===== src/rtl/irqc_pkg.sv =====
package irqc_pkg;
  localparam int IRQ_LINES = 8;
  localparam int EXT_BASE  = 2;
  localparam int SEL_W     = $clog2(IRQ_LINES);

  typedef logic [IRQ_LINES-1:0] line_vec_t;

  // Lines that newly raise a request toward the core this cycle
  function automatic line_vec_t raise_events(line_vec_t lvl, line_vec_t pend,
                                             line_vec_t mask, logic gie);
    return lvl & ~pend & mask & {IRQ_LINES{gie}};
  endfunction

  // Request to the core from the registered state
  function automatic logic request_of(line_vec_t pend, line_vec_t mask, logic gie);
    return gie & (|(pend & mask));
  endfunction
endpackage


===== src/rtl/irqc_line_map.sv =====
module irqc_line_map
  import irqc_pkg::*;
#(
  parameter int EXT_W = 8
) (
  input  line_vec_t        core_irq,
  input  logic [EXT_W-1:0] ext_irq,
  output line_vec_t        line_lvl,
  output logic [EXT_W-1:0] ext_drop
);
  for (genvar n = 0; n < IRQ_LINES; n++) begin : g_line
    if (n >= EXT_BASE && (n - EXT_BASE) < EXT_W) begin : g_shared
      assign line_lvl[n] = core_irq[n] | ext_irq[n-EXT_BASE];
    end else begin : g_direct
      assign line_lvl[n] = core_irq[n];
    end
  end

  for (genvar i = 0; i < EXT_W; i++) begin : g_drop
    if (i + EXT_BASE >= IRQ_LINES) begin : g_out
      assign ext_drop[i] = ext_irq[i];
    end else begin : g_in
      assign ext_drop[i] = 1'b0;
    end
  end
endmodule


===== src/rtl/irqc_status_reg.sv =====
module irqc_status_reg
  import irqc_pkg::*;
(
  input  logic      clk,
  input  logic      rst,
  input  logic      we,
  input  line_vec_t wr_mask,
  input  logic      wr_gie,
  output line_vec_t mask,
  output logic      gie
);
  always_ff @(posedge clk) begin
    if (rst) begin
      mask <= '0;
      gie  <= 1'b0;
    end else if (we) begin
      mask <= wr_mask;
      gie  <= wr_gie;
    end
  end
endmodule


===== src/rtl/irqc_evt_cnt.sv =====
module irqc_evt_cnt
  import irqc_pkg::*;
#(
  parameter int CNT_W = 32
) (
  input  logic             clk,
  input  logic             rst,
  input  line_vec_t        evt,
  input  logic [SEL_W-1:0] sel,
  output logic [CNT_W-1:0] rdata
);
  localparam logic [CNT_W-1:0] CNT_MAX = '1;

  function automatic logic [CNT_W-1:0] sat_inc(logic [CNT_W-1:0] v);
    return (v == CNT_MAX) ? v : v + 1'b1;
  endfunction

  logic [CNT_W-1:0] cnt [IRQ_LINES];

  for (genvar n = 0; n < IRQ_LINES; n++) begin : g_cnt
    always_ff @(posedge clk) begin
      if (rst)         cnt[n] <= '0;
      else if (evt[n]) cnt[n] <= sat_inc(cnt[n]);
    end
  end

  assign rdata = cnt[sel];
endmodule


===== src/rtl/cp0_irq_ctrl.sv =====
module cp0_irq_ctrl
  import irqc_pkg::*;
#(
  parameter int EXT_W = 8,
  parameter int CNT_W = 32
) (
  input  logic             clk,
  input  logic             rst,
  input  logic [7:0]       core_irq,
  input  logic [EXT_W-1:0] ext_irq,
  input  logic             st_we,
  input  logic [7:0]       st_wr_mask,
  input  logic             st_wr_gie,
  output logic [7:0]       pend_o,
  output logic [7:0]       mask_o,
  output logic             gie_o,
  output logic             hard_irq_o,
  input  logic [2:0]       cnt_sel,
  output logic [CNT_W-1:0] cnt_rdata
);
  line_vec_t        line_lvl;
  logic [EXT_W-1:0] ext_drop;
  line_vec_t        pend_q;
  line_vec_t        mask_q;
  logic             gie_q;
  line_vec_t        raise_evt;

  irqc_line_map #(.EXT_W(EXT_W)) u_map (
    .core_irq (core_irq),
    .ext_irq  (ext_irq),
    .line_lvl (line_lvl),
    .ext_drop (ext_drop)
  );

  irqc_status_reg u_status (
    .clk     (clk),
    .rst     (rst),
    .we      (st_we),
    .wr_mask (st_wr_mask),
    .wr_gie  (st_wr_gie),
    .mask    (mask_q),
    .gie     (gie_q)
  );

  always_ff @(posedge clk) begin
    if (rst) pend_q <= '0;
    else     pend_q <= line_lvl;
  end

  assign raise_evt = raise_events(line_lvl, pend_q, mask_q, gie_q);

  irqc_evt_cnt #(.CNT_W(CNT_W)) u_cnt (
    .clk   (clk),
    .rst   (rst),
    .evt   (raise_evt),
    .sel   (cnt_sel),
    .rdata (cnt_rdata)
  );

  assign pend_o     = pend_q;
  assign mask_o     = mask_q;
  assign gie_o      = gie_q;
  assign hard_irq_o = request_of(pend_q, mask_q, gie_q);
endmodule


===== config.mk =====
export PLATFORM = sky130hd
export DESIGN_NAME = cp0_irq_ctrl
export DESIGN_NICKNAME = d
export VERILOG_FILES = /design/src/rtl/irqc_pkg.sv /design/src/rtl/irqc_line_map.sv /design/src/rtl/irqc_status_reg.sv /design/src/rtl/irqc_evt_cnt.sv /design/src/rtl/cp0_irq_ctrl.sv
export SDC_FILE = /design/constraint.sdc
export NUM_CORES = 1
export LEC_CHECK = 0
export BUFFER_PORTS_ARGS = -buffer_cell sky130_fd_sc_hd__buf_4
export CORE_ASPECT_RATIO = 1.5
export CORE_MARGIN = 10
export CORE_UTILIZATION = 63
export DETAILED_ROUTE_END_ITERATION = 12
export GPL_TIMING_DRIVEN = 0
export PLACE_DENSITY_LB_ADDON = 0.25
export SYNTH_ARGS = -nofsm -noshare
export SYNTH_HDL_FRONTEND = slang
export SYNTH_SLANG_ARGS = --single-unit
export TNS_END_PERCENT = 100

===== constraint.sdc =====
create_clock -name clk -period 10.64 [get_ports clk]
set_clock_uncertainty 0.15 [all_clocks]
set_input_delay 0.532 -clock clk [delete_from_list [all_inputs] [get_ports clk]]
set_output_delay 0.532 -clock clk [all_outputs]
set_load 0.02 [all_outputs]

# Word level (Yosys, flattened, before mapping)

Memories as Yosys holds them, arrays and structs flattened.
Cells that the tools add are included.

Add/subtract/negate cells: 8
Equality and inequality tests: 8
Muxes and demuxes: 42
Bitwise logic cells: 20
Reductions and logical operators: 1

Operator list:

| operator                                                        | count |
|---|---|
| 32-bit two-way mux                                              | 16 |
| 32-bit by 1-bit adder with 32-bit output, second input constant | 8 |
| 32-bit == test, second input constant                           | 8 |
| 8-bit AND                                                       | 4 |
| 1-bit two-way mux                                               | 26 |
| 1-bit OR                                                        | 14 |
| 8-bit inverter                                                  | 1 |
| 8-bit OR reduction                                              | 1 |
| 1-bit AND                                                       | 1 |

Register bits: 17
Bits in writable memories: 256
Memories kept: 1

Memory list:

| memory    | words | width | read ports | clocked after memory_dff | wr ports | RTL line           | text |
|---|---|---|---|---|---|---|---|
| u_cnt.cnt | 8     | 32    | 9          | 0                        | 8        | irqc_evt_cnt.sv:18 | `logic [CNT_W-1:0] cnt [IRQ_LINES];` |

# Depth between registers and ports, before layout

Depth after elaboration: 8
Mapped depth: 7
Gate-level depth less buffers: 5

# Hierarchy

A second synthesis with hierarchy kept.

Cell total of the unflattened synthesis: 1625
Area total of the unflattened synthesis: 17274.1 µm²

By module, submodules not included:

| module          | times used | cells each | area an instance (µm²) |
|---|---|---|---|
| irqc_evt_cnt    | 1          | 1549       | 16503.3 |
| cp0_irq_ctrl    | 1          | 30         | 335.3 |
| irqc_status_reg | 1          | 29         | 319.1 |
| irqc_line_map   | 1          | 17         | 116.4 |

# Worst setup path after synthesis

No wires, ideal clock.

Path kind: input to register
Start point: input port rst
End point: memory u_cnt.cnt[4][0], enable pin
Library setup time: 0.428 ns
Data arrival time: 2.962 ns
Required time: 10.062 ns
Setup slack: 7.100 ns
Cell stages on the path: 5
Buffers on the path: 2
Path through: clkbuf_1 o21bai_1 or2_2 clkbuf_1 o21bai_1

RTL lines:

| element     | RTL line           | text |
|---|---|---|
| from (decl) | cp0_irq_ctrl.sv:8  | `input logic rst,` |
| to (decl)   | irqc_evt_cnt.sv:18 |  |

# Final worst setup path

Start point: input port cnt_sel[1]
End point: output port cnt_rdata[11]

Cells in the longest elaborated chain, start to end: 1

RTL lines:

| element                | RTL line           | text |
|---|---|---|
| from (decl)            | cp0_irq_ctrl.sv:18 | `input logic [2:0] cnt_sel,` |
| memory read 8 x 32 bit | --                 |  |
| to (decl)              | cp0_irq_ctrl.sv:19 | `output logic [CNT_W-1:0] cnt_rdata` |

No other way between the ends.

==> results.ini <==
[place]
place_area_um2=18200
place.gp.congestion=0.988
port_buffers=74
place_hpwl_um=38800

[floorplan]
row_count=73
ioPinCount=81
die-area_um2=34300
start_util_pct=64.2
core_um2=26700
die_h_um=222
die_w_um=155

[finish]
drive_gt1_share_pct=14.4
final_common_cell=edfxtp_1
fin_area_um2=19100
final_cell_mix=edfxtp_1, a21oi_1, nor2_1
num_antenna_cells=0
fillers=1923
nets=1758
final_util_pct=71.6
area_growth_pct=11.6

[clocking]
clkSlewWorstSetupHoldPaths_ns=0.07
numClockSinks=273
cts_inserted_buffers=27
post_cts_buffers=0
cts_tree=done
ctsHtreeMaxLevel=1
cts_hold_buf=0
clock_latency_ns=0.58
cts_root_buf=clkbuf_16
clockBufferDepth=3
cts_resized=0

[sta]
period_share_pct=35.2
max_slew.worst_pin.slew_ns=1.27
period_needed_ns=3.74
fmax_ghz=0.267
holdWs_ns=0.0515
drv_slew=0
finalSetupTns_ns=0
relSlewSlack_pct=14.8
setup_violations=0
rsz0062_at_grt=no
hold_violations=0

[drt]
vias=14702
avgViaCountPerCell=7.08
drtPass1Iterations=6
ant_nets=0
routed_wl_um=50900
drc_errors=0
wl_per_cell_um=24.5
drtIter0Drc=1628

[logic_synthesis]
yosys_warnings=0
synth.area.top_cells=edfxtp_1, mux4_2, or4_1
ys.flop_type=edfxtp_1
synth_cells=1613
yosys.cell_types.count=50
async_reset_ff_share_pct=0
synth_fp_nets=1652
synth-edff-count=256
syn_area_per_cell_um2=10.6
ys_seq_area_share_pct=46.9
yosysTopAreaCellShare_pct=44.9
mappedNetlistArea_um2=17100
yosys.area.top_type=edfxtp_1
ys_ff_latch=273

[worst_setup_path]
worstSetupStartpoint=cnt_sel[1]
slowest_delay_ns=0.75
path_max_fanout=10
cp-end-kind=primary output
cpMaxStageDelayCell=buf_1
critPathLaunchType=primary input
timing.rr.start=u_cnt.cnt[1][0]
required_ns=9.96
cp.arrival_ns=3.06
crit_type=in -> out
path_cells=buf_2 -> buf_1 -> clkbuf_1 -> mux4_1 -> mux2_2 -> buf_4
reg2reg_depth=7

[global_route]
grt_pass1_vias=14532
grt_max_degree=33
overflow=0
grt_util_all_layers_pct=28.9
antenna_found_initial=1
grt_pass1_wl_um=79800

[worst_hold_path]
hp-start=st_wr_mask[6]
hold_class=in -> reg
min_path_cells=3

[job]
cap_violations=0

[power]
p_leak_nw=5.85
ir_worst_vdd_uv=135
p_per_area_nw_per_um2=129

[run_status]
status=finished, final reports clean

-- cells in the mapped netlist, types with 12 or more instances --
cell type / count
dfxtp_1: 17
xnor2_1: 45
nand4_1: 73
and3_1: 17
and2_1: 12
and4_1: 35
mux4_2: 63
xor2_1: 40
edfxtp_1: 256
clkbuf_1: 78
buf_2: 13
nor3_1: 17
or4_1: 104
o31ai_1: 85
nor2_1: 117
inv_1: 43
nand2_1: 103
or3_1: 64
o21bai_1: 14
a21oi_1: 138
o21ai_0: 51
nor4_1: 25
mux2_2: 33
nand3_1: 86
mux2i_1: 16
-- worst max-delay path: cells and delay by family --
family,cells,cell delay (ns)
buf+inv,4,1.74
mux,2,0.77
-- logic make-up after synthesis --
| logic type | after synthesis | share of synthesized area [%] |
|---|---|---|
| buf+inv | 146 | 3.36 |
| mux | 113 | 11.6 |
| simple gates | 680 | 22.4 |
| fa+ha+maj | 8 | 0.585 |
| compound gates | 308 | 10.8 |
| flops | 273 | 46.9 |
| xor+xnor | 85 | 4.35 |
-- path summary, 6_finish.rpt --
kind         slack (ns)               end
max                6.90     cnt_rdata[11]
min                0.05  u_status.mask[6]
max reg2reg        7.02  u_cnt.cnt[1][18]
min reg2reg        0.41  u_status.mask[7]
-- through the flow --
| stage | setup WS, ns | total power, mW | std cells |
|---|---|---|---|
| after CTS | 6.92 | 2.45 | 2076 |
| after global routing | 6.77 | 2.51 | 2076 |
| after detailed placement | 6.86 | 1.52 | 2027 |
| after floorplan | 7.10 | 1.42 | 1613 |
| after global placement | 5.46 | 1.51 | 2024 |
| final | 6.90 | 2.45 | 2076 |
-- flip-flops by register name (all words and copies together) (netlist names) --
name and count:
pend_o 8, u_status.gie 1, u_cnt.cnt 256, u_status.mask 8
-- report_power, final --
part / switching [mW] / internal, mW / total [mW]
logic: 0.127 / 0.101 / 0.229
clock network: 0.436 / 0.516 / 0.951
registers: 0.0605 / 1.21 / 1.27
-- per-layer routing --
metal / wire length, µm / share of wire [%] / global-route usage (%) / up-vias
li1: - / - / - / 6616
met1: 17200 / 34 / 31.7 / 7158
met2: 27300 / 54 / 51.9 / 763
met3: 3360 / 6.6 / 3.49 / 163
met4: 3080 / 6.1 / 17.4 / 2
met5: 23 / 0.045 / 0 / -
-- cell type report --
class | count | area, µm² | share of cell area (%)
multi-input combinational | 1194 | 8600 | 45.0
tap | 337 | 422 | 2.21
buffer | 103 | 413 | 2.16
sequential | 273 | 8030 | 42.0
clock buffer | 31 | 691 | 3.62
clock inverter | 18 | 154 | 0.806
inverter | 43 | 161 | 0.845
timing repair buffer | 77 | 623 | 3.26
Power figures use the tool's default switching activity.
